==> src/rtl/cgc_pkg.sv <==
package cgc_pkg;

    localparam int KIND_W    = 2;
    localparam int BURST_W   = 4;
    localparam int MAX_BURST = 8;
    localparam int LEN_W     = 4;
    localparam int TAP_FIXED = KIND_W + 1 + BURST_W;

    // Stage indices of the enable chain behind the first merge register
    localparam int ST_ARB  = 0;
    localparam int ST_XBAR = 1;
    localparam int ST_OUT  = 2;
    localparam int CHAIN_D = ST_OUT + 1;

    typedef enum logic [KIND_W-1:0] {
        K_IDLE = 2'b00,
        K_HEAD = 2'b01,
        K_ADDR = 2'b10,
        K_DATA = 2'b11
    } flit_kind_e;

    typedef struct packed {
        flit_kind_e         kind;
        logic               wr;
        logic [BURST_W-1:0] burst;
    } tap_ctl_t;

    function automatic logic [LEN_W-1:0] pkt_len(input logic wr, input logic [BURST_W-1:0] burst);
        logic [BURST_W-1:0] b;
        b = (burst > BURST_W'(MAX_BURST)) ? BURST_W'(MAX_BURST) : burst;
        return wr ? (LEN_W'(2) + LEN_W'(b)) : LEN_W'(2);
    endfunction

endpackage

==> src/rtl/cgc_port_monitor.sv <==
module cgc_port_monitor
    import cgc_pkg::*;
#(
    parameter int NUM_OUT = 7
) (
    input  logic               clk,
    input  logic               rst,
    input  logic               valid,
    input  logic               head,
    input  logic               wr,
    input  logic [BURST_W-1:0] burst,
    input  logic [NUM_OUT-1:0] route,
    output logic               busy,
    output logic [NUM_OUT-1:0] dest
);

    logic               active;
    logic [LEN_W-1:0]   remain;
    logic [NUM_OUT-1:0] route_r;
    logic               start;

    assign start = head && !active;
    assign busy  = start || active;
    assign dest  = active ? route_r : route;

    always_ff @(posedge clk) begin
        if (rst) begin
            active  <= 1'b0;
            remain  <= '0;
            route_r <= '0;
        end else if (start) begin
            // every packet has at least header and address, so it stays open
            active  <= 1'b1;
            remain  <= pkt_len(wr, burst) - LEN_W'(1);
            route_r <= route;
        end else if (active && valid) begin
            remain <= remain - LEN_W'(1);
            if (remain == LEN_W'(1)) begin
                active <= 1'b0;
            end
        end
    end

endmodule

==> src/rtl/cgc_tap_chain.sv <==
module cgc_tap_chain #(
    parameter int W     = 7,
    parameter int DEPTH = 3
) (
    input  logic                      clk,
    input  logic                      rst,
    input  logic [W-1:0]              d,
    output logic [DEPTH-1:0][W-1:0]   taps
);

    for (genvar k = 0; k < DEPTH; k++) begin : g_stage
        if (k == 0) begin : g_first
            always_ff @(posedge clk) begin
                if (rst) taps[k] <= '0;
                else     taps[k] <= d;
            end
        end else begin : g_next
            always_ff @(posedge clk) begin
                if (rst) taps[k] <= '0;
                else     taps[k] <= taps[k-1];
            end
        end
    end

endmodule

==> src/rtl/router_cg_ctrl.sv <==
module router_cg_ctrl
    import cgc_pkg::*;
#(
    parameter  int NUM_IN  = 7,
    parameter  int NUM_OUT = 7,
    localparam int TAP_W   = TAP_FIXED + NUM_OUT
) (
    input  logic                         clk,
    input  logic                         rst,
    input  logic [NUM_IN-1:0]            in_valid,
    input  logic [NUM_IN-1:0][TAP_W-1:0] in_tap,
    output logic [NUM_IN-1:0]            gate_q,
    output logic [NUM_OUT-1:0]           gate_arb,
    output logic [NUM_OUT-1:0]           gate_xbar,
    output logic [NUM_OUT-1:0]           gate_out
);

    logic [NUM_IN-1:0]               head_seen;
    logic [NUM_IN-1:0]               busy;
    logic [NUM_IN-1:0][NUM_OUT-1:0]  dest;
    logic [NUM_OUT-1:0]              out_req;
    logic [NUM_IN-1:0]               q_s1;
    logic [NUM_OUT-1:0]              r_s1;
    logic [CHAIN_D-1:0][NUM_OUT-1:0] taps;

    for (genvar i = 0; i < NUM_IN; i++) begin : g_in
        tap_ctl_t ctl;
        assign ctl          = tap_ctl_t'(in_tap[i][TAP_W-1 -: TAP_FIXED]);
        assign head_seen[i] = in_valid[i] && (ctl.kind == K_HEAD);

        cgc_port_monitor #(.NUM_OUT(NUM_OUT)) u_mon (
            .clk   (clk),
            .rst   (rst),
            .valid (in_valid[i]),
            .head  (head_seen[i]),
            .wr    (ctl.wr),
            .burst (ctl.burst),
            .route (in_tap[i][NUM_OUT-1:0]),
            .busy  (busy[i]),
            .dest  (dest[i])
        );
    end

    always_comb begin
        out_req = '0;
        for (int i = 0; i < NUM_IN; i++) begin
            if (busy[i]) out_req = out_req | dest[i];
        end
    end

    // first pipeline stage: queue enables and merged output requests
    always_ff @(posedge clk) begin
        if (rst) begin
            q_s1 <= '0;
            r_s1 <= '0;
        end else begin
            q_s1 <= busy;
            r_s1 <= out_req;
        end
    end

    cgc_tap_chain #(.W(NUM_OUT), .DEPTH(CHAIN_D)) u_chain (
        .clk  (clk),
        .rst  (rst),
        .d    (r_s1),
        .taps (taps)
    );

    assign gate_q    = q_s1;
    assign gate_arb  = taps[ST_ARB];
    assign gate_xbar = taps[ST_XBAR];
    assign gate_out  = taps[ST_OUT];

endmodule

==> config.mk <==
export PLATFORM = sky130hd
export DESIGN_NAME = router_cg_ctrl
export DESIGN_NICKNAME = d
export VERILOG_FILES = /design/src/rtl/cgc_pkg.sv /design/src/rtl/cgc_port_monitor.sv /design/src/rtl/cgc_tap_chain.sv /design/src/rtl/router_cg_ctrl.sv
export SDC_FILE = /design/constraint.sdc
export NUM_CORES = 1
export LEC_CHECK = 0
export BUFFER_PORTS_ARGS = -buffer_cell sky130_fd_sc_hd__buf_4
export CORE_MARGIN = 2
export CORE_UTILIZATION = 54
export DETAILED_ROUTE_END_ITERATION = 8
export PLACE_DENSITY = 0.83
export SYNTH_ARGS = -nofsm -noshare
export SYNTH_HDL_FRONTEND = slang
export SYNTH_SLANG_ARGS = --single-unit
==> constraint.sdc <==
create_clock -name clk -period 1.9 [get_ports clk]
set_input_delay 0.57 -clock clk [delete_from_list [all_inputs] [get_ports clk]]
set_output_delay 0.57 -clock clk [all_outputs]
set_load 0.05 [all_outputs]
---- Word-level counts from Yosys, hierarchy flattened ----
Index checks and enable logic that the tools add are counted.
cells by class
  equality and inequality tests ........... 14
  bitwise logic cells ..................... 6
  muxes and demuxes ....................... 63
  reduce and logical (&&, ||, !) cells .... 56
  magnitude comparators ................... 7
  add/sub/neg operators ................... 21
operator list
  kind                                                                count
  4-bit two-way mux                                                   28
  7-bit two-way mux                                                   14
  4-bit by 1-bit subtractor with 4-bit output, second input constant  14
  7-bit OR                                                            6
  2-bit by 4-bit adder with 4-bit output, first input constant        7
  4-bit by 1-bit == test with 1-bit output, second input constant     7
  4-bit > comparator, second input constant                           7
  2-bit nonzero test                                                  14
  1-bit logical AND                                                   21
  1-bit two-way mux                                                   21
  2-bit by 1-bit == test with 1-bit output, second input constant     7
  2-bit AND reduction                                                 7
  1-bit zero test                                                     7
  1-bit logical OR                                                    7
word-level totals
  word-level logic and storage cells ...... 193
  output and inout port bits .............. 28
  input port bits ......................... 107
  flip-flop bits (word level) ............. 119

---- Longest topological paths before layout ----
Gate-level depths: netlist (run 1).
  word-level depth ........................ 17
  mapped depth ............................ 7
  gate-level depth less buffers ........... 7

---- Modules after synthesis ----
Synthesis (run 1) repeated with hierarchy kept, for this count alone.
unflattened totals
  cells, all modules ...................... 693
  area, all modules ....................... 6234.7 um^2
modules (own cells, without submodules)
  module            area each (um^2)  cells an instance  times used
  cgc_port_monitor  711.9             83                 7
  router_cg_ctrl    626.9             68                 1
  cgc_tap_chain     624.3             44                 1

---- Least setup slack after synthesis (run 1) ----
OpenSTA, ideal clock, no wires.
  path kind ............................... input-to-reg
  start point ............................. input in_tap[8] in the netlist's numbering
  end point ............................... register g_in[0].u_mon.remain[3]
  arrival time ............................ 1.552 ns
  data required time ...................... 1.768 ns
  path buffers ............................ 0
  setup slack ............................. 0.216 ns
  library setup time ...................... 0.132 ns
  stages .................................. 6
  path through ............................ nor2b_1 > ha_1 > nor3b_1 > or3_1 > a32oi_1 > a21oi_1
on the way
  longest elaborated chain between the ends .. 6
ends and longest elaborated chain
  element                                        line                    source
  start, declared                                router_cg_ctrl.sv:11    input logic [NUM_IN-1:0][TAP_W-1:0] in_tap,
  4-bit > comparator                             cgc_pkg.sv:30           b = (burst > BURST_W'(MAX_BURST)) ? BURST_W'(MAX_BURST) : burst;
  4-bit two-way mux *                            cgc_pkg.sv:30
  2-bit by 4-bit adder with 4-bit output *       cgc_pkg.sv:31           return wr ? (LEN_W'(2) + LEN_W'(b)) : LEN_W'(2);
  4-bit two-way mux *                            cgc_pkg.sv:31
  4-bit by 1-bit subtractor with 4-bit output *  cgc_port_monitor.sv:34  remain <= pkt_len(wr, burst) - LEN_W'(1);
  4-bit two-way mux *                            cgc_port_monitor.sv:31  end else if (start) begin
  end signal, assigned                           cgc_port_monitor.sv:34
  end signal, assigned                           cgc_port_monitor.sv:37  remain <= remain - LEN_W'(1);
  end, declared                                  cgc_port_monitor.sv:18  logic [LEN_W-1:0] remain;
Mark *: on every way between the ends. The rest lies on a longest branch, timed or not.
A chain may end at the register's enable or synchronous reset.

---- Final worst setup path (run 1) ----
  start point ............................. register u_chain.taps[4] in the netlist's numbering
  end point ............................... output gate_arb[4]
RTL lines
  element                          line                  source
  start, declared                  cgc_tap_chain.sv:8    output logic [DEPTH-1:0][W-1:0] taps
  start signal, assigned by index  cgc_tap_chain.sv:14   if (rst) taps[k] <= '0;
  start signal, assigned by index  cgc_tap_chain.sv:15   else taps[k] <= d;
  end, declared                    router_cg_ctrl.sv:13  output logic [NUM_OUT-1:0] gate_arb,
No word-level cell between the ends.

==> metrics.md, run 1 <==
| Metric | Value |
|---|---|
| Antenna Diode Count | `0` |
| Routed wire length per instance | `about 17 µm` |
| Maximum fanout count along the critical path | `2` |
| Total iterations of the first detailed-routing run | `7` |
| Total power | `between 7000 and 8000 µW` |
| Run status | `complete, no violations` |
| Aggregate global routing overflow | `0` |
| Clock buffer count from CTS | `17` |
| Cell area after synthesis | `approximately 5900 µm²` |
| Site Rows | `38` |
| WP buf/inv | `1` |
| Core box area | `10700 µm²` |
| Global-route wire length before repair | `27.2 mm` |
| Top Family by Delay on Critical Path | `flip-flops` |
| Minimum clock period | `about 1600 ps` |
| Final number of max-transition violations | `0` |
| Startpoint kind of the worst setup timing path | `flop` |
| Share of cells above drive strength 1 | `between 20% and 30%` |
| Kind of end point of the critical path | `output pin` |
| Post-Synthesis Net Count | `a little over 800` |
| Worst reg-to-reg path cell count | `5` |
| Mapped Cells | `just under 700` |
| Relative slew slack | `a little under two thirds` |
| Level count of the clock H-tree | `4` |
| Critical Path RT | `between 1000 and 1500 ps` |
| # hold bufs at CTS | `0` |
| Hold violation total from the final report | `0` |
| Via count of the first global-routing pass | `~5900` |
| Library cells used by synthesis | `39` |
| Clk Tree Root Cell | `clkbuf_8` |
| Worst hold stages | `3` |
| RSZ-0062 raised after global routing | `false` |
| # setup viols final | `0` |
| Number of register bits inferred by synthesis | `119` |
| Top Ports | `135` |
| CTS tree | `done` |
| Tcrit/Tclk final | `around 86%` |
| Crit path max-delay cell type | `dfxtp_1` |
| Final routed wirelength across all metal layers | `17.2 mm` |
| Clock slew at reported path FFs | `60 ps` |
| Sum of negative setup slack | `0 ps` |
| Area growth from synthesis to layout | `32.4%` |
| Die Wd | `around 110 µm` |
| Initial antenna violation count | `0` |
| TritonCTS Sinks | `119` |
| Clock insertion delay at the later pin of the skew report | `approximately 510 ps` |
| Last weighted congestion value of the routability-driven placer | `between 0.8 and 0.9` |
| Number of buffers added for setup after CTS | `0` |
| Vias per inst | `slightly below 6` |
| Smallest hold slack | `about 330 ps` |
| Number of cells upsized or downsized after cts | `0` |
| Vias | `roughly 5900` |
| Setup clock skew after layout | `a little over 7 ps` |
| Layout filler cell count | `roughly 760` |
| Worst-path cell chain | `buf_4` |
| Critical path arrival | `roughly 1100 ps` |
| DIE AREA | `about 12000 µm²` |
| Residual DRC | `0` |
| Global-route total usage across every layer | `29.5%` |
| Input/output buffers | `about 130` |
| Crit-path max cell delay | `about 340 ps` |
| Total power density per cell area | `slightly above 900 nW/µm²` |
| Stages on worst setup path | `1` |
| Vertical die dimension | `108 µm` |
| Antenna-violating nets left | `0` |
| Leakage power total | `around 0.0033 µW` |
| Iter 0 DRT Violations | `~640` |
| Min-Delay Path Class | `in2reg` |
| Kind of critical path | `reg2out` |
| Maximum clock path buffer count | `2` |
| Initial cell density of the core | `54.8%` |
| Syn_area_per_cell | `8.57 µm²` |
| Detailed Place HPWL | `roughly 12 mm` |
| Highest attainable clock frequency | `between 600 and 700 MHz` |
| Tightest Pin Transition | `roughly 540 ps` |
| Part of the Yosys area used for sequential elements | `roughly two fifths` |
| Nets@finish | `between 900 and 1000` |
| Peak ir drop on the vdd network | `about 0.58 mV` |
| Count of synthesis-stage warnings from yosys | `0` |
| Max Cap Violations | `0` |
| Pin count of the biggest net entering global routing | `33` |
==> metal layers <==
metal | part of all wire, % | vias up | track usage [%]
li1 | - | 2757 | -
met1 | 38 | 2774 | 33.1
met2 | 49 | 324 | 51.7
met3 | 8.9 | 62 | 6.99
met4 | 4.0 | 0 | 15.8
met5 | 0 | - | 0
==> final timing paths <==
| check | startpoint | slack, ps | endpoint |
|---|---|---|---|
| worst max-delay path | u_chain.taps[4]$_SDFF_PP0_ | 280 | gate_arb[4] |
| worst min-delay path | in_tap[30] | 330 | g_in[2].u_mon.route_r[2]$_SDFFE_PP0N_ |
| worst max register to register | g_in[3].u_mon.active$_SDFFE_PP0P_ | 350 | r_s1[5]$_SDFF_PP0_ |
| worst min register to register | r_s1[3]$_SDFF_PP0_ | 440 | u_chain.taps[3]$_SDFF_PP0_ |
==> area by class of cell <==
type	instances	area [µm²]	share of cell area (%)
timing repair buffer	166	1300	16.6
multi-input combinational	515	3260	41.8
inverter	20	75.1	0.963
sequential	119	2380	30.6
clock buffer	17	414	5.31
clock inverter	15	193	2.47
tap	140	175	2.25
==> synthesized netlist by cell type <==
master / instances / share of area, %
a31oi_1: 4 / 0.43
a221oi_1: 5 / 0.74
nand3b_1: 14 / 1.8
a32oi_1: 3 / 0.45
o21ai_0: 28 / 2.4
nand4bb_1: 7 / 1.3
nor3b_1: 7 / 0.89
mux2i_1: 14 / 2.4
inv_1: 20 / 1.3
clkbuf_1: 11 / 0.70
nor3_1: 8 / 0.68
a22oi_1: 8 / 1.0
dfxtp_1: 119 / 40
and3b_1: 13 / 1.9
nor2b_1: 50 / 5.3
o21a_1: 1 / 0.13
a21boi_0: 7 / 0.89
o2bb2ai_1: 6 / 0.89
a21oi_1: 83 / 7.1
and4bb_1: 7 / 1.5
a21o_1: 8 / 1.0
nand4b_1: 1 / 0.15
buf_1: 3 / 0.19
nor2_1: 39 / 2.5
nand2_1: 101 / 6.4
and3_1: 8 / 0.85
nand4_1: 10 / 1.1
buf_4: 6 / 0.77
a222oi_1: 7 / 1.2
buf_6: 1 / 0.19
and4_1: 8 / 1.2
o211a_1: 1 / 0.17
mux2_2: 7 / 1.3
ha_1: 28 / 6.0
and2_1: 17 / 1.8
or3_1: 7 / 0.74
buf_2: 12 / 1.0
a41oi_1: 3 / 0.45
a22o_1: 5 / 0.74
==> cell families after synthesis <==
group / count (synthesis) / share of synthesized area (%)
compound gates: 169 / 17.6
mux: 21 / 3.72
simple gates: 297 / 28.2
fa+ha+maj: 28 / 5.95
buf+inv: 53 / 4.14
flops: 119 / 40.5
==> sequential cells by signal (all words and copies together), names as in the netlist <==
signal and flops:
gate_q 7, u_chain.taps 21, g_in.u_mon.active 7, r_s1 7
g_in.u_mon.remain 28, g_in.u_mon.route_r 49
==> where the power goes <==
part           switching, µW  internal [µW]
Sequential              98.9           2630
Combinational            565            523
Clock                   1260           2030
==> stage by stage <==
| stage | area [µm²] | util (%) | setup slack, ps | instances |
|---|---|---|---|---|
| floorplan | 5890 | - | 216 | 687 |
| global placement | 7190 | 66.9 | 75.0 | 960 |
| detailed placement | 7190 | 66.9 | -60.8 | 960 |
| CTS | 7800 | 72.6 | 267 | 992 |
| global route | 7800 | 72.6 | 223 | 992 |
| finish | 7800 | 72.6 | 275 | 992 |
==> cells in the final DEF, fill, tap and decap left out, types with 17 or more instances in the layout <==
master	count
buf_4	162
nor2b_1	50
o21ai_0	28
dfxtp_1	119
nand2_1	101
nor2_1	39
ha_1	28
and2_1	17
inv_1	20
a21oi_1	83
==> worst min-delay path: stages <==
cell     delay, ps
buf_4          110
nand2_1         60
a21oi_1         60
No activity file was read; power rests on OpenSTA's default activity.
==> run 2: changes to the inputs <==
--- a/config.mk
+++ b/config.mk
@@ -5,9 +5,10 @@
 export SDC_FILE = /design/constraint.sdc
 export NUM_CORES = 1
 export LEC_CHECK = 0
+export ABC_AREA = 1
 export BUFFER_PORTS_ARGS = -buffer_cell sky130_fd_sc_hd__buf_4
 export CORE_MARGIN = 2
-export CORE_UTILIZATION = 54
+export CORE_UTILIZATION = 55
 export DETAILED_ROUTE_END_ITERATION = 8
 export PLACE_DENSITY = 0.83
 export SYNTH_ARGS = -nofsm -noshare
==> metrics.md, run 2 <==
| Metric | Value |
|---|---|
| Top Ports | `about 140` |
| Site Rows | `39` |
| Top routing layer used | `met4` |
| Leakage power total | `0.00385 µW` |
| Min-Delay Path Class | `reg2reg` |
| Relative slew slack | `about 64%` |
| Core box area | `around 11000 µm²` |
| Run status | `complete, no violations` |
| Power share of the combinational group | `~15%` |
| Minimum clock period | `1540 ps` |
| Net switching power of the design | `1890 µW` |
| Count of synthesis-stage warnings from yosys | `0` |
| Fraction of synthesis flops using an asynchronous set or reset pin | `0%` |
| Antenna-violating nets left | `0` |
| Crit-path max cell delay | `roughly 350 ps` |
| Vias per inst | `between 5 and 6` |
| Top Family by Delay on Critical Path | `flip-flops` |
| Maximum fanout count along the critical path | `2` |
| Worst setup path start | `u_chain.taps[4]$_SDFF_PP0_` |
| Crit path max-delay cell type | `dfxtp_1` |
| Share of cells above drive strength 1 | `20.2%` |
| # setup viols final | `0` |
| Maximum clock path buffer count | `2` |
| Max Cap Violations | `0` |
| Global-route total usage across every layer | `between 20% and 30%` |
| Tcrit/Tclk final | `between 80% and 90%` |
| Clock slew at reported path FFs | `~60 ps` |
| Top cells by area in the synthesized netlist | `dfxtp_1 (38%), nand2_1 (16%), inv_1 (6.9%)` |
| Antenna Diode Count | `0` |
| Clock buffer count from CTS | `17` |
| Origin of the critical flop-to-flop path | `g_in[4].u_mon.active$_SDFFE_PP0P_` |
| Worst-path cell chain | `buf_4` |
| Pin count of the biggest net entering global routing | `80` |
| Clk Tree Root Cell | `clkbuf_16` |
| Detailed Place HPWL | `approximately 11 mm` |
| # hold bufs at CTS | `0` |
| Iter 0 DRT Violations | `478` |
| Number of buffers added for setup after CTS | `0` |
| Syn_area_per_cell | `between 6 and 7 µm²` |
| Total iterations of the first detailed-routing run | `6` |
| Critical path arrival | `~970 ps` |
| Vias | `roughly 6000` |
| Stages on worst setup path | `1` |
| Level count of the clock H-tree | `4` |
| Die Wd | `between 100 and 150 µm` |
| Residual DRC | `0` |
| Proportion of power drawn by the clock network | `between 40 and 50%` |
| Final routed wirelength across all metal layers | `roughly 15 mm` |
| Number of register bits inferred by synthesis | `around 120` |
| Last weighted congestion value of the routability-driven placer | `between 0.9 and 1` |
| Primary FF master, synth | `dfxtp_1` |
| Portion of total power attributed to sequential cells | `between 40% and 50%` |
| Final design instance area without fill | `around 7900 µm²` |
| Commonest non-fill, non-tap cell in the layout | `nand2_1` |
| Vertical die dimension | `approximately 110 µm` |
| Global-route wire length before repair | `between 20 and 30 mm` |
| Met1 layer wirelength in the final routing | `6.60 mm` |
| Post-synth EDFFs | `0` |
| Initial antenna violation count | `0` |
| Crit path to | `gate_arb[4]` |
| Worst reg-to-reg path cell count | `6` |
| WP buf/inv | `1` |
| Library cell with the largest summed area after synthesis | `dfxtp_1` |
| Met2 Routed Length | `7.12 mm` |
| Initial cell density of the core | `about 56%` |
| Met3 wirelength from detailed routing | `between 1 and 1.5 mm` |
| TritonCTS Sinks | `119` |
| Area share of the largest cell type after synthesis | `a little under two fifths` |
| Total power density per cell area | `between 800 and 900 nW/µm²` |
| Setup clock skew after layout | `about 5.4 ps` |
| Startpoint kind of the worst setup timing path | `flop` |
| Routed wire length per instance | `12.8 µm` |
| Hold violation total from the final report | `0` |
| RSZ-0062 raised after global routing | `false` |
| Mapped Cells | `between 900 and 1000` |
| Cell area after synthesis | `about 6300 µm²` |
| Number of cells upsized or downsized after cts | `0` |
| Most common library cells after synthesis | `nand2_1 (270), dfxtp_1 (119), inv_1 (116)` |
| Most common cell in the synthesized netlist | `nand2_1` |
| Kind of end point of the critical path | `output pin` |
| Internal reg-to-reg setup slack | `about 400 ps` |
| Critical Path RT | `approximately 1300 ps` |
| Highest attainable clock frequency | `649 MHz` |
| Tightest Pin Transition | `approximately 530 ps` |
| Clock insertion delay at the later pin of the skew report | `420 ps` |
| CTS tree | `done` |
| Most frequent cells in the layout | `nand2_1 (270), buf_4 (146), dfxtp_1 (119), inv_1 (116), nor2_1 (111)` |
| Post-DP Area | `roughly 7400 µm²` |
| Final core area utilization | `70.1%` |
| Regs by FF count | `g_in.u_mon.route_r (49), g_in.u_mon.remain (28), u_chain.taps (21)` |
| Kind of critical path | `reg2out` |
| Input/output buffers | `around 130` |
| Sum of negative setup slack | `0 ps` |
| Switching part of the total power | `28.5%` |
| Via count of the first global-routing pass | `5786` |
| Aggregate global routing overflow | `0` |
| FF-to-FF End | `g_in[4].u_mon.remain[1]$_SDFFE_PP0P_` |
| Max FFs per register | `49` |
| Post-Synthesis Net Count | `1053` |
| Layout filler cell count | `946` |
| DIE AREA | `roughly 12000 µm²` |
| Area growth from synthesis to layout | `25.4%` |
| Reg with most FFs | `g_in.u_mon.route_r` |
| Nets@finish | `around 1200` |
| Part of the Yosys area used for sequential elements | `37.7%` |
| Final number of max-transition violations | `0` |
| Peak ir drop on the vdd network | `~0.45 mV` |
| Internal power of the cells | `roughly 4700 µW` |
| Library cells used by synthesis | `30` |
==> run 2: power by group through the flow <==
stage	clock, µW	combinational (µW)	sequential (µW)
detailed placement	0	986	2780
finish	2910	995	2730
floorplan	0	580	2820
global placement	0	967	2780
CTS	2930	995	2730
global route	3070	1120	2740
==> run 2: layout make-up <==
cell class / count / area [µm²] / area share, %
inverter: 118 / 443 / 5.58
sequential: 119 / 2380 / 30.0
multi-input combinational: 649 / 3270 / 41.2
timing repair buffer: 147 / 1120 / 14.1
clock inverter: 15 / 119 / 1.50
clock buffer: 17 / 425 / 5.36
tap: 143 / 179 / 2.26
==> run 2: worst min-delay path by stage <==
stage                       startpoint                    endpoint  slack, ps  cells past startpoint
floorplan           r_s1[0]$_SDFF_PP0_  u_chain.taps[0]$_SDFF_PP0_        390                      2
global placement    r_s1[1]$_SDFF_PP0_  u_chain.taps[1]$_SDFF_PP0_        400                      2
detailed placement  r_s1[1]$_SDFF_PP0_  u_chain.taps[1]$_SDFF_PP0_        400                      2
CTS                 r_s1[1]$_SDFF_PP0_  u_chain.taps[1]$_SDFF_PP0_        400                      2
global route        r_s1[3]$_SDFF_PP0_  u_chain.taps[3]$_SDFF_PP0_        420                      2
finish              r_s1[1]$_SDFF_PP0_  u_chain.taps[1]$_SDFF_PP0_        400                      2
==> run 2: per-layer routing <==
layer / vias up / track usage (%)
met5: - / 0
met2: 244 / 43.5
met1: 2680 / 31.7
li1: 3140 / -
met4: 0 / 10.8
met3: 42 / 5.52
==> run 2: logic make-up after synthesis <==
logic type	share of synthesized area (%)
AO/OA/AOI/OAI	13.8
XOR/XNOR	1.94
adder cells (fa/ha/maj)	5.54
buffers and inverters	10.7
flip-flops	37.7
AND/OR/NAND/NOR	30.4
==> run 2: metrics by stage <==
stage,instances,hold WS [ps],worst slack [ps],total power [µW]
after floorplan,918,388,344,3400
after global placement,1176,401,173,3740
after detailed placement,1176,399,119,3770
after CTS,1208,404,349,6660
after global routing,1208,418,246,6930
final,1208,403,359,6630
